**src/rtl/pmode_pkg.sv**
```systemverilog
package pmode_pkg;

    typedef enum logic [1:0] {
        PM_RUN   = 2'd0,
        PM_IDLE  = 2'd1,
        PM_SLEEP = 2'd2,
        PM_WAKE  = 2'd3
    } pm_state_e;

    typedef struct packed {
        logic       idle_en;
        logic [1:0] clk_sel;
    } pm_cfg_t;

    typedef struct packed {
        logic any;
        logic by_irq;
    } wake_req_t;

    localparam logic [1:0] CLKSEL_RESET = 2'b10;

    function automatic logic uses_intosc(input logic [1:0] sel);
        return sel[1];
    endfunction

    function automatic logic is_stopped(input pm_state_e s);
        return (s == PM_IDLE) || (s == PM_SLEEP);
    endfunction

endpackage

```
**src/rtl/pmode_cfg_reg.sv**
```systemverilog
module pmode_cfg_reg
    import pmode_pkg::*;
(
    input  logic    clk,
    input  logic    rst,
    input  logic    we,
    input  pm_cfg_t wr_cfg,
    input  logic    prim_rdy,
    output pm_cfg_t cfg_q,
    output logic    prim_osc_en,
    output logic    osc_ready
);

    logic osc_ready_q;

    always_ff @(posedge clk) begin
        if (rst) begin
            cfg_q.idle_en <= 1'b0;
            cfg_q.clk_sel <= CLKSEL_RESET;
        end else if (we) begin
            cfg_q <= wr_cfg;
        end
    end

    assign prim_osc_en = !uses_intosc(cfg_q.clk_sel);

    always_ff @(posedge clk) begin
        if (rst) osc_ready_q <= 1'b0;
        else     osc_ready_q <= prim_osc_en && prim_rdy;
    end

    assign osc_ready = osc_ready_q;


    cfg_hold_chk: assert property (@(posedge clk) disable iff (rst)
        !we |=> $stable(cfg_q));


    osc_ready_src_chk: assert property (@(posedge clk) disable iff (rst)
        osc_ready |-> $past(prim_osc_en && prim_rdy));

endmodule

```
**src/rtl/pmode_wake_detect.sv**
```systemverilog
module pmode_wake_detect
    import pmode_pkg::*;
#(
    parameter int N_IRQ = 4
) (
    input  logic [N_IRQ-1:0] irq_flag,
    input  logic [N_IRQ-1:0] irq_en,
    input  logic             wdt_timeout,
    output wake_req_t        wake
);

    logic [N_IRQ-1:0] armed;

    for (genvar i = 0; i < N_IRQ; i++) begin : g_line
        assign armed[i] = irq_flag[i] & irq_en[i];
    end

    assign wake.by_irq = |armed;
    assign wake.any    = wake.by_irq | wdt_timeout;

    always_comb begin

        masked_flag_chk: assert (!(wake.by_irq && ((irq_flag & irq_en) == '0)));
    end

endmodule

```
**src/rtl/pmode_fsm.sv**
```systemverilog
module pmode_fsm
    import pmode_pkg::*;
#(
    parameter int TCSD = 4
) (
    input  logic      clk,
    input  logic      rst,
    input  logic      sleep_strobe,
    input  logic      idle_en,
    input  logic      gie,
    input  logic      wdt_timeout,
    input  wake_req_t wake,
    output pm_state_e state,
    output logic      cpu_clk_en,
    output logic      per_clk_en,
    output logic      vector_strobe,
    output logic      wdt_rst_req
);

    localparam int CNT_W = (TCSD > 1) ? $clog2(TCSD) : 1;
    localparam logic [CNT_W-1:0] LAST = CNT_W'(TCSD - 1);

    pm_state_e        state_q;
    logic [CNT_W-1:0] cnt_q;
    logic             irq_wake_q;
    logic             vec_q;
    logic             wdt_q;

    always_ff @(posedge clk) begin
        if (rst) begin
            state_q    <= PM_RUN;
            cnt_q      <= '0;
            irq_wake_q <= 1'b0;
            vec_q      <= 1'b0;
            wdt_q      <= 1'b0;
        end else begin
            vec_q <= 1'b0;
            wdt_q <= 1'b0;
            case (state_q)
                PM_RUN: begin
                    if (wdt_timeout) begin
                        wdt_q <= 1'b1;
                    end else if (sleep_strobe) begin
                        state_q <= idle_en ? PM_IDLE : PM_SLEEP;
                    end
                end
                PM_IDLE, PM_SLEEP: begin
                    if (wake.any) begin
                        state_q    <= PM_WAKE;
                        cnt_q      <= '0;
                        irq_wake_q <= wake.by_irq && gie;
                    end
                end
                PM_WAKE: begin
                    if (cnt_q == LAST) begin
                        state_q    <= PM_RUN;
                        vec_q      <= irq_wake_q;
                        irq_wake_q <= 1'b0;
                    end else begin
                        cnt_q <= cnt_q + 1'b1;
                    end
                end
                default: state_q <= PM_RUN;
            endcase
        end
    end

    assign state         = state_q;
    assign cpu_clk_en    = (state_q == PM_RUN);
    assign per_clk_en    = (state_q != PM_SLEEP);
    assign vector_strobe = vec_q;
    assign wdt_rst_req   = wdt_q;


    sleep_target_chk: assert property (@(posedge clk) disable iff (rst)
        (state_q == PM_RUN && sleep_strobe && !wdt_timeout)
        |=> (state_q == ($past(idle_en) ? PM_IDLE : PM_SLEEP)));


    wake_entry_chk: assert property (@(posedge clk) disable iff (rst)
        (is_stopped(state_q) && wake.any) |=> (state_q == PM_WAKE));


    stopped_hold_chk: assert property (@(posedge clk) disable iff (rst)
        (is_stopped(state_q) && !wake.any) |=> $stable(state_q));


    window_hold_chk: assert property (@(posedge clk) disable iff (rst)
        (state_q == PM_WAKE && cnt_q != LAST) |=> (state_q == PM_WAKE));


    window_exit_chk: assert property (@(posedge clk) disable iff (rst)
        (state_q == PM_WAKE && cnt_q == LAST) |=> (state_q == PM_RUN));


    clk_order_chk: assert property (@(posedge clk) disable iff (rst)
        cpu_clk_en |-> per_clk_en);


    vector_origin_chk: assert property (@(posedge clk) disable iff (rst)
        vector_strobe |-> (state_q == PM_RUN && $past(state_q) == PM_WAKE));


    wdt_origin_chk: assert property (@(posedge clk) disable iff (rst)
        wdt_rst_req |-> $past(state_q == PM_RUN && wdt_timeout));

endmodule

```
**src/rtl/pwr_mode_seq.sv**
```systemverilog
module pwr_mode_seq
    import pmode_pkg::*;
#(
    parameter int N_IRQ = 4,
    parameter int TCSD  = 4
) (
    input  logic             clk,
    input  logic             rst,
    input  logic             cfg_we,
    input  logic             cfg_idle_en,
    input  logic [1:0]       cfg_clk_sel,
    input  logic             sleep_strobe,
    input  logic [N_IRQ-1:0] irq_flag,
    input  logic [N_IRQ-1:0] irq_en,
    input  logic             gie,
    input  logic             wdt_timeout,
    input  logic             prim_rdy,
    output logic             cpu_clk_en,
    output logic             per_clk_en,
    output logic             vector_strobe,
    output logic             wdt_rst_req,
    output logic             prim_osc_en,
    output logic             osc_ready,
    output logic             idle_en_o,
    output logic [1:0]       clk_sel_o,
    output logic [1:0]       mode_o
);

    pm_cfg_t   wr_cfg;
    pm_cfg_t   cfg_q;
    wake_req_t wake;
    pm_state_e state;

    assign wr_cfg.idle_en = cfg_idle_en;
    assign wr_cfg.clk_sel = cfg_clk_sel;

    pmode_cfg_reg u_cfg (
        .clk        (clk),
        .rst        (rst),
        .we         (cfg_we),
        .wr_cfg     (wr_cfg),
        .prim_rdy   (prim_rdy),
        .cfg_q      (cfg_q),
        .prim_osc_en(prim_osc_en),
        .osc_ready  (osc_ready)
    );

    pmode_wake_detect #(.N_IRQ(N_IRQ)) u_wake (
        .irq_flag   (irq_flag),
        .irq_en     (irq_en),
        .wdt_timeout(wdt_timeout),
        .wake       (wake)
    );

    pmode_fsm #(.TCSD(TCSD)) u_fsm (
        .clk          (clk),
        .rst          (rst),
        .sleep_strobe (sleep_strobe),
        .idle_en      (cfg_q.idle_en),
        .gie          (gie),
        .wdt_timeout  (wdt_timeout),
        .wake         (wake),
        .state        (state),
        .cpu_clk_en   (cpu_clk_en),
        .per_clk_en   (per_clk_en),
        .vector_strobe(vector_strobe),
        .wdt_rst_req  (wdt_rst_req)
    );

    assign idle_en_o = cfg_q.idle_en;
    assign clk_sel_o = cfg_q.clk_sel;
    assign mode_o    = state;


    prim_off_intosc_chk: assert property (@(posedge clk) disable iff (rst)
        clk_sel_o[1] |=> (!osc_ready || !$past(clk_sel_o[1])));

endmodule

```
**config.mk**
```make
export PLATFORM = sky130hd
export DESIGN_NAME = pwr_mode_seq
export DESIGN_NICKNAME = d
export VERILOG_FILES = /design/src/rtl/pmode_pkg.sv /design/src/rtl/pmode_cfg_reg.sv /design/src/rtl/pmode_wake_detect.sv /design/src/rtl/pmode_fsm.sv /design/src/rtl/pwr_mode_seq.sv
export SDC_FILE = /design/constraint.sdc
export NUM_CORES = 1
export LEC_CHECK = 0
export BUFFER_PORTS_ARGS = -buffer_cell sky130_fd_sc_hd__buf_2
export CAP_MARGIN = 20
export CORE_MARGIN = 2
export CORE_UTILIZATION = 35
export CTS_CLUSTER_SIZE = 24
export DETAILED_ROUTE_END_ITERATION = 8
export GPL_ROUTABILITY_DRIVEN = 0
export PLACE_DENSITY_LB_ADDON = 0.25
export SYNTH_ARGS = -nofsm -noshare
export SYNTH_HDL_FRONTEND = slang
export SYNTH_SLANG_ARGS = --single-unit
```
**constraint.sdc**
```tcl
create_clock -name clk -period 1.73 [get_ports clk]
set_input_delay 0.173 -clock clk [delete_from_list [all_inputs] [get_ports clk]]
set_output_delay 0.173 -clock clk [all_outputs]
set_load 0.005 [all_outputs]
```
# == Word level (Yosys, flattened, before mapping) ==
# Cells that the tools add are included.
# W data, S select, Z words.
# word_totals
register_bits,11
output_inout_bits,11
# op_classes
n_addsub,1
n_eq_ne,10
muxes,13
bitwise,8
n_reduce_logical,12
# ops
operator,count
$mux W2,7
$ne A2 B2 Y1 const B,4
$eq A2 B2 Y1 const B,3
$pmux W2 S3,1
$reduce_and A3 Y1,2
$and A1 B1 Y1,4
$ne A2 B1 Y1 const B,2
$pmux W2 S2,1
$reduce_and A4 Y1,1
$reduce_or A2 Y1,2
$reduce_or A4 Y1,1
$mux W1,3
$not A1 Y1,3
$reduce_or A3 Y1,1
$add A2 B1 Y2 const B,1
$eq A2 B1 Y1 const B,1
$logic_and A1 B1 Y1,2
$logic_not A2 Y1,1
$pmux W1 S2,1
$reduce_bool A2 Y1,1
$logic_not A1 Y1,1
$or A1 B1 Y1,1

# == Longest topological paths before layout ==
# depth
ltp_word,5
depth_mapped,6
ltp_nobuf,6

# == Modules after synthesis ==
# From an unflattened synthesis, not the netlist that was laid out.
# unflattened
cells_unflattened,62
area_unflattened_um2,584.3
# modules_own_cells
module,n_inst,cells_per_inst,area_per_inst_um2
pmode_fsm,1,45,425.4
pmode_cfg_reg,1,13,132.6
pmode_wake_detect,1,4,26.3

# == Worst setup path after synthesis ==
# No wires, ideal clock.
# synth_timing
path_type,reg2reg
start,"register u_fsm.state_q[0], in the netlist u_fsm.state[0]"
end,"register u_fsm.state_q[0], in the netlist u_fsm.state[0]"
setup_ns,0.091
arrival_time_ns,1.468
required_time_ns,1.639
slack_ns,0.171
stages_incl_launch_ff,7
path_buffers,0
synth_period_minus_slack_ns,1.559
path_cell_list,dfxtp_1 inv_1 ha_1 nor2b_4 a32oi_2 a21oi_1 a311oi_1
# synth_between
elab_chain_cells,4
elab_cells_between_ends,11
classes_between,7 x eq/ne; 1 x mux; 3 x reduce/logical
# synth_rtl
item,line_no,rtl
"start, declared",pmode_fsm.sv:23,pm_state_e state_q;
"start signal, assigned",pmode_fsm.sv:44,state_q <= idle_en ? PM_IDLE : PM_SLEEP;
$eq A2 B1 Y1 or $eq A2 B2 Y1 (tied branches),pmode_fsm.sv:39,case (state_q)
$reduce_or A2 Y1,pmode_fsm.sv:39,
$ne A2 B1 Y1 (no source line),-,
$reduce_and A4 Y1 (no source line),-,
# Several ways; a longest one is shown, not always the timed one.
# A chain may end at the register's enable or synchronous reset.

# == Worst setup path in the final report ==
# Ends and elaborated chain as after synthesis.

==> summary.md <==
| Metric | Value |
|---|---|
| Die area | `approximately 2000 sq um` |
| CP max stage delay | `approximately 340 ps` |
| Detailed placer's ending HPWL | `996 um` |
| Antenna violation net count after detailed routing | `0` |
| Slowest CP cell | `dfxtp_1` |
| Final period util | `between 90% and 100%` |
| RSZ-0062 raised after global routing | `false` |
| Placed Cells | `roughly 110` |
| Clock root buffer | `clkbuf_4` |
| Synth top area share | `between 30% and 40%` |
| Diode count | `0` |
| Reg clk slew, reported paths | `approximately 70 ps` |
| Most common cell after layout, fill and taps aside | `buf_2` |
| Post-CTS setup buffers | `0` |
| WL met3 | `between 90 and 100 um` |
| Worst Tran Pin Value | `between 400 and 500 ps` |
| Leak | `around 0.39 nW` |
| Worst-path fanout max | `5` |
| Wire length of the first global-routing pass | `~2000 um` |
| Pwr/cell area | `1380 nW/um^2` |
| M1 WL | `563 um` |
| Initial antenna violation count | `0` |
| R2R Setup Slk | `roughly 160 ps` |
| Clock Skew | `between 4 and 5 ps` |
| Grt ovf | `0` |
| Startpoint types | `flop` |
| Reg-to-Reg Start | `u_fsm.state[0]` |
| Vias | `542` |
| Status | `completed` |
| Core area | `~1500 sq um` |
| Tot GR Track Use | `15.2%` |
| Reg2reg end | `u_fsm.state[0]` |
| Cell row count | `14` |
| CP required | `roughly 1900 ps` |
| Placed Area | `~740 sq um` |
| Htree depth | `1` |
| Crit path capture type | `flop` |
| Dominant cells by area after synthesis | `dfxtp_1 39%, ha_1 11%, a21oi_1 5.3%` |
| Multi-input logic area | `between 300 and 400 sq um` |
| Fmax | `0.637 GHz` |
| Post-route minimum period | `roughly 1600 ps` |
| Syn Nets | `84` |
| DRC Markers | `0` |
| Clock buffer depth | `2` |
| Detailed-router iteration count before antenna repair | `3` |
| Setup total negative slack | `0 ps` |
| #FFs+latches synth | `11` |
| Register area | `approximately 220 sq um` |
| Routed wl met2 | `596 um` |
| Slew headroom | `roughly 70%` |
| Synthesized area | `about 570 sq um` |
| Peak VDD IR | `around 1.1 mV` |
| Critical Path AT | `about 1700 ps` |
| Worst Hold Class | `in2reg` |
| Wire length per cell | `roughly 12 um` |
| Largest net degree at the start of global routing | `9` |
| Synth Instances | `61` |
| Fill count | `between 100 and 150` |
| Final core occ | `about 52%` |
| Fin area | `788 sq um` |
| Share of cells above drive strength 1 | `41.5%` |
| Die height | `approximately 44 um` |
| Starting Density | `about 38%` |
| Width of the die | `around 44 um` |
| Number of synthesis warnings | `0` |
| Top sig layer | `met4` |
| Worst setup path end | `u_fsm.state[0]` |
| CTS Sinks | `11` |
| Iter 0 DRT Violations | `5` |
| Final setup fails | `0` |
| Commonest cells after routing, fill and taps aside | `28 x buf_2, 11 x dfxtp_1, 8 x inv_1, 6 x a21oi_1` |
| Post-Layout Cell Count | `110` |
| Number of top-level pins | `29` |
| Final Max Slew Viols | `0` |
| Vias per Instance | `just under 5` |
| Reg2reg path depth | `6` |
| Vias in the first global route | `between 400 and 500` |
| Post-synthesis sequential area ratio | `around 39%` |
| Worst skew pair latency | `between 200 and 300 ps` |
| Library cells used by synthesis | `23` |
| CP startpoint | `u_fsm.state[0]` |
| Cts hold-fix bufs | `0` |
| Total routed wirelength | `between 1000 and 1500 um` |
| Worst-path cell chain | `inv_1 -> ha_4 -> nor2b_4 -> a32oi_4 -> a21oi_1 -> a311oi_1` |
| Crit Path Category | `reg2reg` |
| Syn Area/Cell | `slightly above 9 sq um` |
| Final Hold Fails | `0` |
| Nets@finish | `approximately 120` |
| Port buffer count | `28` |
| CTS tree | `built` |
| Largest area contributor in the netlist | `dfxtp_1` |
| Inserted Clock Buffers | `3` |
| Max Cap Viol | `0` |
| Area grow syn2layout | `39.1%` |
final cells by class:
cell class                      count  area share [%]
Multi-Input combinational cell     41            42.7
Timing Repair Buffer               30            19.7
Clock buffer                        4            3.33
Tap cell                           16            2.54
Inverter                            8            3.81
Sequential cell                    11            27.9
layer usage:
metal	vias to the layer above	global-route usage, %
met2	16	25.3
met1	249	15.8
met5	-	0
met4	0	7.27
li1	275	-
met3	2	7.76
kinds of logic (layout without fill, tap and decap cells):
family          count (synthesis)  after routing  synth area share, %
buf+inv                         9             42                 5.96
simple gates                   19             19                 19.2
mux                             3              3                 5.30
fa+ha+maj                       5              5                 11.0
compound gates                 14             14                 19.6
flops                          11             11                 38.9
registers in the layout, indices dropped and copies added (netlist names):
register	flops
u_cfg.cfg_q	3
u_fsm.cnt_q	2
u_fsm.state	2
u_cfg.osc_ready	1
u_fsm.irq_wake_q	1
u_fsm.vector_strobe	1
u_fsm.wdt_rst_req	1
Yosys cell counts (all sizes together):
| cell type | instances |
|---|---|
| o21ai | 1 |
| a311oi | 3 |
| and3 | 2 |
| a21oi | 6 |
| nand2b | 3 |
| and2 | 1 |
| o211ai | 1 |
| dfxtp | 11 |
| a32oi | 1 |
| nor2b | 3 |
| nand3b | 1 |
| nand3 | 2 |
| a22oi | 2 |
| mux2i | 3 |
| nand2 | 3 |
| inv | 8 |
| ha | 5 |
| clkbuf | 1 |
| nor2 | 4 |
critical path, delay by kind of cell (launching register included):
| kind | cells | cell delay (ps) |
|---|---|---|
| compound gates | 3 | 630 |
| fa+ha+maj | 1 | 260 |
| simple gates | 1 | 140 |
| flops | 1 | 340 |
| buf+inv | 1 | 100 |
worst min-delay path by stage:
stage	to	slack, ps	depth (start not counted)	from
after floorplan	u_cfg.cfg_q[1]	300	2	cfg_we
after global routing	u_cfg.cfg_q[1]	130	3	cfg_clk_sel[1]
final	u_cfg.cfg_q[1]	120	3	cfg_clk_sel[1]
after CTS	u_cfg.cfg_q[1]	120	3	cfg_clk_sel[1]
after global placement	u_cfg.cfg_q[1]	390	3	cfg_clk_sel[1]
after detailed placement	u_cfg.cfg_q[1]	400	3	cfg_clk_sel[1]
repair_timing:
action / in CTS / in global routing
endpoints found under the setup margin: 1 / 2
resized for setup: 1 / 1
pin swaps: 0 / 2
metrics by stage:
| stage | setup slack [ps] | hold slack (ps) | total power [W] |
|---|---|---|---|
| final | 161 | 122 | 0.00109 |
| after global routing | 48.6 | 132 | 0.00118 |
| after CTS | 11.1 | 119 | 0.00107 |
| after detailed placement | 4.53 | 401 | 0.000866 |
| after global placement | 189 | 390 | 0.000852 |
| after floorplan | 171 | 299 | 0.000679 |
report_power, final:
part | switching (W) | internal [W] | leakage [nW]
logic | 0.000294 | 0.000306 | 0.282
registers | 0.0000178 | 0.000295 | 0.0902
clock network | 0.0000840 | 0.0000893 | 0.0150
total | 0.000396 | 0.000690 | 0.387
Note: power is estimated with default switching activity, not from simulation.
